## src/rtl/dsma_pkg.sv

```systemverilog
package dsma_pkg;

  // operand shaping chosen by the control before the arithmetic
  typedef struct packed {
    logic rotateB;
    logic addAcc;
  } dsmaOpSel_t;

  // commit strobes for the result and flag registers
  typedef struct packed {
    logic capture;
    logic flagSet;
    logic flagClr;
  } dsmaCommit_t;

endpackage

```

## src/rtl/dsma_halfmul.sv

```systemverilog
module dsma_halfmul #(
  parameter int HALF_W = 16
) (
  input  logic [HALF_W-1:0]          a,
  input  logic [HALF_W-1:0]          b,
  output logic signed [2*HALF_W-1:0] p
);
  // full signed product; a 2*HALF_W-bit field always holds it
  assign p = $signed(a) * $signed(b);
endmodule

```

## src/rtl/dsma_control.sv

```systemverilog
module dsma_control
  import dsma_pkg::*;
(
  input  logic        en,
  input  logic        swapHalves,
  input  logic        accEn,
  input  logic        flagClr,
  input  logic        sumOvf,
  output dsmaOpSel_t  opSel,
  output dsmaCommit_t commit
);
  always_comb begin
    opSel.rotateB  = swapHalves;
    opSel.addAcc   = accEn;
    commit.capture = en;
    // only a captured operation may raise the flag
    commit.flagSet = en & sumOvf;
    commit.flagClr = flagClr;
  end
endmodule

```

## src/rtl/dsma_datapath.sv

```systemverilog
module dsma_datapath
  import dsma_pkg::*;
#(
  parameter int HALF_W = 16
) (
  input  logic               clk,
  input  logic               rst,
  input  logic [2*HALF_W-1:0] opA,
  input  logic [2*HALF_W-1:0] opB,
  input  logic [2*HALF_W-1:0] opAcc,
  input  dsmaOpSel_t         opSel,
  input  dsmaCommit_t        commit,
  output logic               sumOvf,
  output logic [2*HALF_W-1:0] resultQ,
  output logic               flagQ
);
  localparam int OP_W   = 2 * HALF_W;
  localparam int PROD_W = 2 * HALF_W;
  localparam int DIFF_W = PROD_W + 1;
  localparam int SUM_W  = PROD_W + 2;
  localparam int TOP_W  = SUM_W - OP_W + 1;

  logic [OP_W-1:0]          opBSel;
  logic signed [PROD_W-1:0] prod [2];
  logic [DIFF_W-1:0]        diff;
  logic [SUM_W-1:0]         addend;
  logic [SUM_W-1:0]         sum;
  logic [TOP_W-1:0]         sumTop;

  assign opBSel = opSel.rotateB ? {opB[HALF_W-1:0], opB[OP_W-1:HALF_W]} : opB;

  // lane 0 multiplies the low halves, lane 1 the high halves
  for (genvar lane = 0; lane < 2; lane++) begin : g_lane
    dsma_halfmul #(.HALF_W(HALF_W)) mul_i (
      .a(opA[lane*HALF_W +: HALF_W]),
      .b(opBSel[lane*HALF_W +: HALF_W]),
      .p(prod[lane])
    );
  end

  // the difference cannot overflow DIFF_W bits
  assign diff   = {prod[0][PROD_W-1], prod[0]} - {prod[1][PROD_W-1], prod[1]};
  assign addend = opSel.addAcc ? {{(SUM_W-OP_W){opAcc[OP_W-1]}}, opAcc} : '0;
  assign sum    = {diff[DIFF_W-1], diff} + addend;

  // the sum fits when every bit from the output sign bit upward agrees
  assign sumTop = sum[SUM_W-1:OP_W-1];
  assign sumOvf = (sumTop != '0) && (sumTop != '1);

  always_ff @(posedge clk) begin
    if (rst) begin
      resultQ <= '0;
      flagQ   <= 1'b0;
    end else begin
      if (commit.capture) resultQ <= sum[OP_W-1:0];
      if (commit.flagSet)      flagQ <= 1'b1;
      else if (commit.flagClr) flagQ <= 1'b0;
    end
  end
endmodule

```

## src/rtl/dsma_top.sv

```systemverilog
module dsma_top
  import dsma_pkg::*;
#(
  parameter int HALF_W = 16
) (
  input  logic                clk,
  input  logic                rst,
  input  logic                en,
  input  logic                swapHalves,
  input  logic                accEn,
  input  logic                flagClr,
  input  logic [2*HALF_W-1:0] opA,
  input  logic [2*HALF_W-1:0] opB,
  input  logic [2*HALF_W-1:0] opAcc,
  output logic [2*HALF_W-1:0] result,
  output logic                satFlag
);
  dsmaOpSel_t  opSel;
  dsmaCommit_t commit;
  logic        sumOvf;

  dsma_control ctrl_i (
    .en(en),
    .swapHalves(swapHalves),
    .accEn(accEn),
    .flagClr(flagClr),
    .sumOvf(sumOvf),
    .opSel(opSel),
    .commit(commit)
  );

  dsma_datapath #(.HALF_W(HALF_W)) dp_i (
    .clk(clk),
    .rst(rst),
    .opA(opA),
    .opB(opB),
    .opAcc(opAcc),
    .opSel(opSel),
    .commit(commit),
    .sumOvf(sumOvf),
    .resultQ(result),
    .flagQ(satFlag)
  );
endmodule

```

## config.mk

```make
export PLATFORM = sky130hd
export DESIGN_NAME = dsma_top
export DESIGN_NICKNAME = d
export VERILOG_FILES = /design/src/rtl/dsma_pkg.sv /design/src/rtl/dsma_halfmul.sv /design/src/rtl/dsma_control.sv /design/src/rtl/dsma_datapath.sv /design/src/rtl/dsma_top.sv
export SDC_FILE = /design/constraint.sdc
export NUM_CORES = 2
export LEC_CHECK = 0
export ABC_AREA = 1
export BUFFER_PORTS_ARGS = -buffer_cell sky130_fd_sc_hd__buf_2
export CAP_MARGIN = 40
export CORE_MARGIN = 2
export CORE_UTILIZATION = 44
export CTS_CLUSTER_DIAMETER = 120
export DETAILED_ROUTE_END_ITERATION = 10
export PLACE_DENSITY_LB_ADDON = 0.25
export SYNTH_ARGS = -nofsm -noshare
export SYNTH_HDL_FRONTEND = slang
export SYNTH_SLANG_ARGS = --single-unit
export TNS_END_PERCENT = 1
```

## constraint.sdc

```tcl
create_clock -name clk -period 20.2 [get_ports clk]
set_input_delay 4.04 -clock clk [delete_from_list [all_inputs] [get_ports clk]]
set_output_delay 4.04 -clock clk [all_outputs]
set_load 0.01 [all_outputs]
```

==> metrics <==
status finished clean; clock tree from TritonCTS done; Post-synth EDFFs 0; Port Buffers 134; Worst Setup EP dp_i.flagQ; Worst Reg-to-Reg Cells 4; worst min path class reg -> reg; Critical Path RT 20.41 ns; final cycle utilization of the critical path 66.6%; post-placement cell count 3827; Worst Setup SP swapHalves; Num CTS Buffers 5; Post-synth ARST share 0%; initial antenna violation count 0; origin of the critical flop-to-flop path dp_i.resultQ[17]; Placer Congestion 0.907; post-route minimum period 13.46 ns; Synth cell types 43; DRC Markers 0; crit path kind in -> reg; final hold slack 0.481 ns; Ant. Diodes 0; Skew-Pair Late Insertion Delay 0.28 ns; Worst-path clk slew 0.05 ns; TNS Setup 0 ns; Slew HR 43.1%; core box area 54000 um2; largest net degree at the start of global routing 41; Critical Path AT 13.67 ns; via-per-instance ratio 4.95; Antenna Nets Post-Route 0; Total Routing Usage GR 25.2%; crit path launch type primary input; clk sink count 33; clock buffer depth 2; DIE AREA 56800 um2; most common cell in the netlist inv_1; final setup fails 0; post_cts resized 0; fill cell count 5459; Ports 135; DR vias 19000; synthesis-stage register bit count 33; final hold violation count 0; syn avg cell area 7.92 um2; first-pass GRT wire length 110000 um; NumNets Final 4024; top cell type by total area after synthesis fa_1; Slew Viols, Final 0; total grt overflow 0; Synth area leaders fa_1 (49%), inv_1 (14%), ha_1 (10%); 1st-iter DRT viols 1255; hold_buf cts 0; Critical-path top delay cell fa_1; DR WL/cell 17.4 um; max frequency 74.3 MHz; top cells by count, synth inv_1 (892), fa_1 (590), nand2_1 (511), nor2_1 (418), ha_1 (194); Synth Instances 3050; largest delay contributor family on the critical path adder cells; Area growth syn-to-layout 6.65%; Worst Tran Pin Value 0.847 ns; worst-path maximum fanout 35; Post-CTS Setup Inserts 0; max incr delay on CP 0.69 ns; worst reg-to-reg setup slack 19.49 ns; cell area after synthesis 24200 um2; DR pass1 iterations 6; final setup skew 0 ns; Critical Path Stages 40; share of the synthesized area in the top cell type 48.9%; Total Wirelength 66800 um; Crit path buffers/inverters 8; Die X 238 um; Reg2Reg Capture Point dp_i.resultQ[17]; layout cells sized above 1 6.31%; synth warn 0; Root Buffer clkbuf_16; RSZ-0062 raised after global routing no; Seq/Total Area, Yosys 2.74%; DP HPWL 59500 um; Synth Net Count 3936; num rows 85; Synth Flop Type dfxtp_1; Initial Util 44.7%; DIE HEIGHT 238 um; Layout Cells excl Fill 3835; Crit. End Element flip-flop; H-tree Lvls 2; vias in the first global route 20600; Max Cap Viol 0
## worst min-delay path by stage
| stage | startpoint | end | slack, ns | cells after the start |
|---|---|---|---|---|
| 2_1_floorplan | dp_i.flagQ | dp_i.flagQ | 0.49 | 2 |
| 3_3_place_gp | dp_i.resultQ[12] | dp_i.resultQ[12] | 0.46 | 2 |
| 3_5_place_dp | dp_i.resultQ[13] | dp_i.resultQ[13] | 0.47 | 2 |
| 4_1_cts | dp_i.resultQ[13] | dp_i.resultQ[13] | 0.48 | 2 |
| 5_1_grt | dp_i.resultQ[15] | dp_i.resultQ[15] | 0.52 | 2 |
| 6_report | dp_i.resultQ[13] | dp_i.resultQ[13] | 0.48 | 2 |
## flip-flops by register name, summed over array words and instances (netlist names)
signal	cells
dp_i.flagQ	1
dp_i.resultQ	32
## worst min-delay path, delay by kind of cell (launching register included)
family                 cells  cell delay [ns]
AOI/OAI and AO/OA          1             0.08
DFF                        1             0.32
buffers and inverters      1             0.05
## placed cells by master, fill, tap and decap left out, types with 2 or more instances in the layout
cell type / count
nand3_1: 34
nand4_1: 6
o211ai_1: 4
a21oi_2: 2
ha_1: 194
xnor2_1: 26
o21ai_2: 5
buf_2: 134
xor2_1: 39
a21oi_1: 61
a211oi_1: 2
and2_1: 2
nor2_1: 417
buf_8: 2
nand2_1: 511
nand2_2: 3
nor4_1: 4
o21bai_1: 7
o21ai_4: 2
a31oi_1: 5
fa_1: 590
dfxtp_1: 33
a21o_1: 8
buf_4: 23
or2_2: 12
nor3_1: 10
clkinv_1: 4
o21ai_1: 22
clkbuf_16: 5
o21ai_0: 63
inv_1: 892
inv_2: 2
## layout make-up
class	instances	area [um2]	share of cell area [%]
Clock buffer	7	143	0.554
Clock inverter	1	30.0	0.117
Inverter	898	3370	13.1
Multi-Input combinational cell	2041	19800	76.9
Sequential cell	33	661	2.56
Tap cell	696	871	3.38
Timing Repair Buffer	159	873	3.39
## kinds of logic (layout without fill, tap and decap cells)
logic type               count (synthesis)  after routing  share of synthesized area (%)
flip-flops                              33             33                           2.74
AO/OA/AOI/OAI                          185            185                           4.33
AND/OR/NAND/NOR                       1005           1005                           16.2
adder cells (fa/ha/maj)                784            784                           59.0
buffers and inverters                  976           1065                           15.3
XOR/XNOR                                66             66                           2.42
multiplexers                             1              1                         0.0414
## metrics by stage
stage / util, % / cell area (um2) / setup slack [ns]
after floorplan: - / 24200 / 7.55
after global placement: 47.3 / 25500 / 6.41
after detailed placement: 47.4 / 25600 / 6.54
after CTS: 47.7 / 25800 / 6.79
after global routing: 47.7 / 25800 / 6.06
final: 47.7 / 25800 / 6.74
## per-layer routing
metal  vias up  wire [um]  GRT usage [%]
li1       8843          -              -
met1      9525      27800           33.1
met2       503      33000           44.1
met3       100       3550           2.58
met4         0       2440           7.37
met5         -          0              0
Power is left out: the tool's default activity adds up to more than one toggle a clock period on the data nets, which glitch-free logic cannot reach.
